[src/rtl/evt_pkg.sv]
package evt_pkg;
  localparam int EVT_COUNT = 17;

  localparam int EVB_ALIGN      = 0;
  localparam int EVB_CRC        = 1;
  localparam int EVB_LENGTH     = 2;
  localparam int EVB_FRAGMENT   = 3;
  localparam int EVB_RUNT       = 4;
  localparam int EVB_OVERSIZE   = 5;
  localparam int EVB_JABBER     = 6;
  localparam int EVB_RX_ECC     = 7;
  localparam int EVB_RX_OVFL    = 8;
  localparam int EVB_TX_ERR     = 9;
  localparam int EVB_TX_OVFL    = 10;
  localparam int EVB_TX_UNFL    = 11;
  localparam int EVB_TX_ECC     = 12;
  localparam int EVB_LOCAL_FLT  = 13;
  localparam int EVB_REMOTE_FLT = 14;
  localparam int EVB_MDIO_DONE  = 15;
  localparam int EVB_MDIO_SCAN  = 16;

  // Suggested enable set: everything except MDIO done and length error
  localparam logic [EVT_COUNT-1:0] EVT_SUGGESTED_EN =
    ~((EVT_COUNT'(1) << EVB_MDIO_DONE) | (EVT_COUNT'(1) << EVB_LENGTH));
endpackage

[src/rtl/evt_sticky_bank.sv]
module evt_sticky_bank #(
  parameter int N = 17
) (
  input  logic         clk,
  input  logic         rst_n,
  input  logic [N-1:0] set_i,
  input  logic [N-1:0] clr_i,
  output logic [N-1:0] state_o
);
  // One flop per source; a new pulse takes precedence over a clear
  for (genvar i = 0; i < N; i++) begin : g_bit
    always_ff @(posedge clk or negedge rst_n) begin
      if (!rst_n) state_o[i] <= 1'b0;
      else        state_o[i] <= set_i[i] | (state_o[i] & ~clr_i[i]);
    end
  end
endmodule

[src/rtl/evt_mask_reg.sv]
module evt_mask_reg #(
  parameter int N = 17
) (
  input  logic         clk,
  input  logic         rst_n,
  input  logic         load_i,
  input  logic [N-1:0] value_i,
  output logic [N-1:0] mask_o
);
  always_ff @(posedge clk or negedge rst_n) begin
    if (!rst_n)      mask_o <= '0;
    else if (load_i) mask_o <= value_i;
  end
endmodule

[src/rtl/evt_irq_gate.sv]
module evt_irq_gate #(
  parameter int N = 17
) (
  input  logic         clk,
  input  logic         rst_n,
  input  logic [N-1:0] ev_i,
  input  logic [N-1:0] en_i,
  output logic         irq_o
);
  logic [N-1:0] live;

  assign live = ev_i & en_i;

  always_ff @(posedge clk or negedge rst_n) begin
    if (!rst_n) irq_o <= 1'b0;
    else        irq_o <= |live;
  end
endmodule

[src/rtl/evt_reg_port.sv]
module evt_reg_port #(
  parameter int N         = 17,
  parameter int DATA_W    = 32,
  parameter int ADDR_W    = 8,
  parameter int MASK_OFS  = 0,
  parameter int EVENT_OFS = 4
) (
  input  logic              wr_i,
  input  logic [ADDR_W-1:0] addr_i,
  input  logic [DATA_W-1:0] wdata_i,
  input  logic [N-1:0]      ev_i,
  input  logic [N-1:0]      mask_i,
  output logic              mask_load_o,
  output logic [N-1:0]      mask_val_o,
  output logic [N-1:0]      ev_clr_o,
  output logic [DATA_W-1:0] rdata_o
);
  localparam logic [ADDR_W-1:0] MASK_A  = ADDR_W'(MASK_OFS);
  localparam logic [ADDR_W-1:0] EVENT_A = ADDR_W'(EVENT_OFS);

  logic hit_mask, hit_event;
  logic unused_hi_bits;

  assign hit_mask       = (addr_i == MASK_A);
  assign hit_event      = (addr_i == EVENT_A);
  assign unused_hi_bits = ^wdata_i[DATA_W-1:N];

  always_comb begin
    mask_load_o = wr_i && hit_mask;
    mask_val_o  = wdata_i[N-1:0];
    ev_clr_o    = (wr_i && hit_event) ? wdata_i[N-1:0] : '0;
    rdata_o     = '0;
    if (hit_mask)       rdata_o[N-1:0] = mask_i;
    else if (hit_event) rdata_o[N-1:0] = ev_i;
  end
endmodule

[src/rtl/evt_irq_ctrl.sv]
module evt_irq_ctrl #(
  parameter int NUM_SRC   = evt_pkg::EVT_COUNT,
  parameter int DATA_W    = 32,
  parameter int ADDR_W    = 8,
  parameter int MASK_OFS  = 0,
  parameter int EVENT_OFS = 4
) (
  input  logic               clk,
  input  logic               rst_n,
  input  logic [NUM_SRC-1:0] src_pulse,
  input  logic               reg_wr,
  input  logic [ADDR_W-1:0]  reg_addr,
  input  logic [DATA_W-1:0]  reg_wdata,
  output logic [DATA_W-1:0]  reg_rdata,
  output logic               irq
);
  logic [NUM_SRC-1:0] ev_q;
  logic [NUM_SRC-1:0] mask_q;
  logic [NUM_SRC-1:0] ev_clr;
  logic [NUM_SRC-1:0] mask_val;
  logic               mask_load;

  evt_reg_port #(
    .N(NUM_SRC), .DATA_W(DATA_W), .ADDR_W(ADDR_W),
    .MASK_OFS(MASK_OFS), .EVENT_OFS(EVENT_OFS)
  ) u_port (
    .wr_i(reg_wr), .addr_i(reg_addr), .wdata_i(reg_wdata),
    .ev_i(ev_q), .mask_i(mask_q),
    .mask_load_o(mask_load), .mask_val_o(mask_val),
    .ev_clr_o(ev_clr), .rdata_o(reg_rdata)
  );

  evt_sticky_bank #(.N(NUM_SRC)) u_events (
    .clk(clk), .rst_n(rst_n), .set_i(src_pulse), .clr_i(ev_clr), .state_o(ev_q)
  );

  evt_mask_reg #(.N(NUM_SRC)) u_mask (
    .clk(clk), .rst_n(rst_n), .load_i(mask_load), .value_i(mask_val), .mask_o(mask_q)
  );

  evt_irq_gate #(.N(NUM_SRC)) u_irq (
    .clk(clk), .rst_n(rst_n), .ev_i(ev_q), .en_i(mask_q), .irq_o(irq)
  );
endmodule

[config.mk]
export PLATFORM = sky130hd
export DESIGN_NAME = evt_irq_ctrl
export DESIGN_NICKNAME = d
export VERILOG_FILES = /design/src/rtl/evt_pkg.sv /design/src/rtl/evt_sticky_bank.sv /design/src/rtl/evt_mask_reg.sv /design/src/rtl/evt_irq_gate.sv /design/src/rtl/evt_reg_port.sv /design/src/rtl/evt_irq_ctrl.sv
export SDC_FILE = /design/constraint.sdc
export NUM_CORES = 1
export LEC_CHECK = 0
export ABC_AREA = 0
export BUFFER_PORTS_ARGS = -buffer_cell sky130_fd_sc_hd__buf_2
export CAP_MARGIN = 20
export CORE_UTILIZATION = 49
export DETAILED_ROUTE_END_ITERATION = 16
export PLACE_DENSITY_LB_ADDON = 0.3
export SLEW_MARGIN = 20
export SYNTH_ARGS = -nofsm -noshare
export SYNTH_HDL_FRONTEND = slang
export SYNTH_HIERARCHICAL = 1
export SYNTH_SLANG_ARGS = --single-unit
[constraint.sdc]
create_clock -name clk -period 2.03 [get_ports clk]
set_input_delay 0.406 -clock clk [delete_from_list [all_inputs] [get_ports clk]]
set_output_delay 0.406 -clock clk [all_outputs]
set_load 0.05 [all_outputs]
==> metrics.yaml <==
result_of_the_run: "finished with violations"
violations: "DRC, setup timing"
synth_largest_area_cell: "sky130_fd_sc_hd__dfrtp_1"
clkTransAtPathRegs_ns: 0.07
route.detailed.vias_per_inst: 5.24
std_cell_rows: 24
post_layout_nets: 337
fin_crit_ns: 2.06
clock_sink_count: 35
syn_area_um2: 2360
dr.pass1.iters: 10
vias: 1724
power.ir.vdd_worst_mv: 0.299
layout.core_utilization: 0.677
worst_ep_arrival_time_ns: 1.66
fmax_mhz: 484
combinationalPowerShare: 0.208
power.switching_fraction: 0.287
floorplan.initialDensity: 0.527
number_of_antenna_violations_at_the_first_check_in_global_routing: 0
clkPwrFrac: 0.356
ctsLongestPathBuffers: 2
yosys-mux-area-fraction: 0.169
synth.yosys.seq_area_share: 0.372
setup-violations-final: 11
critical_path.startpoint_type: "input port"
finalClockSkew_ns: 0.00650
coreArea_um2: 4470
synthDominantCellAreaShare: 0.372
die-height_um: 71.3
reg2reg_from: "u_events/state_o[12]"
power.switching_mw: 0.485
drt_wl_total_um: 5030
drt_first_iter_violations: 76
port-buffer-count: 62
antennaDiodeCount: 0
power.density_cell_area_nw_per_um2: 558
synth_fa_ha_area_frac: 0
setup_repair_after_global_routing_missed_its_margin: "true"
synth_compound_area_frac: 0.0850
cts-buffers-inserted: 5
drive_gt1_frac: 0.531
floorplan.die_area_um2: 5090
detail-route-antenna-nets: 0
main_combinational_cell_family_by_area_after_synthesis: "simple AND/OR/NAND/NOR gates"
groute.usage.overall: 0.214
critical_setup_path_kind: "in2out"
globalRouteOverflowTotal: 0
internal_power_mw: 1.21
maxCapViolations: 0
final.period_utilization: 1.02
fin_ws_ns: -0.0345
r2r.worst_path.cells: 4
min-delay-path-class: "in2async"
place_congestion: 0.751
worstSkewPairLatency_ns: 0.28
first_global_vias: 1737
crit_path_start: "reg_addr[4]"
yosys.area_share.xor_xnor: 0
grt_pass1_wl_um: 8380
worst_setup_path_end_kind: "primary output"
leakagePower_nw: 1.37
critPathMaxFanout: 7
cts.hold.buffers_added: 0
final.hold.worst_slack_ns: 0.155
top_post_synthesis_cells_by_area: "sky130_fd_sc_hd__dfrtp_1 (37%), sky130_fd_sc_hd__nor3_2 (13%), sky130_fd_sc_hd__buf_4 (10%)"
timing.final.hold_violations: 0
syn2layout_area_growth_pct: 28.6
drcViolationCount: 5
synth_cell_type_count: 26
report.final.slew_viol_count: 0
die_w_um: 71.3
yosys_warnings: 6
syn-instance-count: 217
io_pins: 93
htree_levels: 2
postSynthAreaPerCell_um2: 10.9
synth_simple_gate_area_frac: 0.192
tritoncts: "yes"
routedWlPerCell_um: 15.3
power_frac_seq: 0.436
required_time_at_the_worst_slack_endpoint_ns: 1.62
largest_net_degree_at_the_start_of_global_routing: 36
synth_seq_cells: 35
cts_root_buf: "sky130_fd_sc_hd__clkbuf_8"
dp_hpwl_um: 3710
==> metal layers <==
layer / wire, um / track usage
met3: 227 / 0.0408
met1: 2170 / 0.279
met5: 0 / 0
met4: 44 / 0.0600
met2: 2590 / 0.364
==> worst max-delay path, stage by stage <==
cell                     delay [ns]
sky130_fd_sc_hd__buf_6         0.09
sky130_fd_sc_hd__or4_4         0.60
sky130_fd_sc_hd__buf_6         0.19
sky130_fd_sc_hd__nor3_4        0.19
sky130_fd_sc_hd__buf_6         0.18
==> per-stage QoR <==
| step | worst slack [ns] | power (mW) | cell area [um^2] | cells | setup TNS (ns) |
|---|---|---|---|---|---|
| after floorplan | -0.127 | 1.02 | 2520 | 231 | -1.72 |
| after global placement | -0.156 | 1.08 | 2740 | 321 | -4.00 |
| after detailed placement | -0.178 | 1.09 | 2740 | 321 | -4.24 |
| after CTS | -0.0450 | 1.70 | 2980 | 329 | -0.323 |
| after global routing | -0.0619 | 1.76 | 3030 | 329 | -0.499 |
| final | -0.0345 | 1.69 | 3030 | 329 | -0.204 |
==> cell families (layout without fill, tap and decap cells) <==
group	Yosys count	after routing
buffers and inverters	65	111
and+or+nand+nor	57	57
DFF	35	35
muxes	34	34
AOI/OAI and AO/OA	25	25
other	1	15
==> path summary, 6_finish.rpt <==
check                                  endpoint  slack (ns)
setup / recovery                   reg_rdata[8]       -0.03
hold / removal             u_events/state_o[16]        0.16
setup reg to reg                    u_irq/irq_o        0.76
hold reg to reg             u_events/state_o[2]        0.51
max in group asynchronous   u_events/state_o[3]        1.55
min in group clk           u_events/state_o[14]        0.30
==> synthesized netlist by cell type (all sizes together) <==
library cell  instances
a21o                 17
a221oi                2
a222oi                1
a22o                  1
a22oi                 4
and3                  1
buf                  44
clkbuf                4
conb                  1
dfrtp                35
inv                  17
mux2                 17
mux2i                17
nand2                 1
nand3                18
nor3                 34
nor4b                 1
or3                   1
or4                   1
==> cells in the final DEF (no fill, tap or decap), drive strengths merged <==
| cell type | netlist | routed |
|---|---|---|
| conb | 1 | 15 |
| clkbuf | 4 | 6 |
| a21o | 17 | 17 |
| mux2 | 17 | 17 |
| dfrtp | 35 | 35 |
| nor3 | 34 | 34 |
| or4 | 1 | 1 |
| nand3 | 18 | 18 |
| bufinv | 0 | 1 |
| mux2i | 17 | 17 |
| and3 | 1 | 1 |
| buf | 44 | 87 |
| a22o | 1 | 1 |
| a222oi | 1 | 1 |
| inv | 17 | 17 |
| nor4b | 1 | 1 |
| or3 | 1 | 1 |
| a22oi | 4 | 4 |
| a221oi | 2 | 2 |
| nand2 | 1 | 1 |
==> state kept, by name (all words and copies together) (netlist names) <==
register	flops
u_events/state_o	17
u_mask/mask_o	17
u_irq/irq_o	1
==> timing repair <==
item	CTS	global route
pin swaps	1	5
gates resized for setup	40	10
setup buffers	1	0
setup endpoints to repair	17	18
==> power by group through the flow <==
stage                     Sequential (mW)  Combinational [mW]  Clock (mW)
final                               0.736               0.352       0.602
after floorplan                     0.773               0.246           0
after global routing                0.740               0.374       0.647
after CTS                           0.736               0.347       0.622
after detailed placement            0.749               0.340           0
after global placement              0.748               0.335           0
==> layout make-up <==
cell class	instances	area [um^2]
sequential	35	876
clock buffer	6	72.6
inverter	17	63.8
multi-input combinational	131	1240
fill	364	1450
tap	52	65.1
clock inverter	1	30.0
timing repair buffer	87	678
No activity file was read; power rests on OpenSTA's default activity.
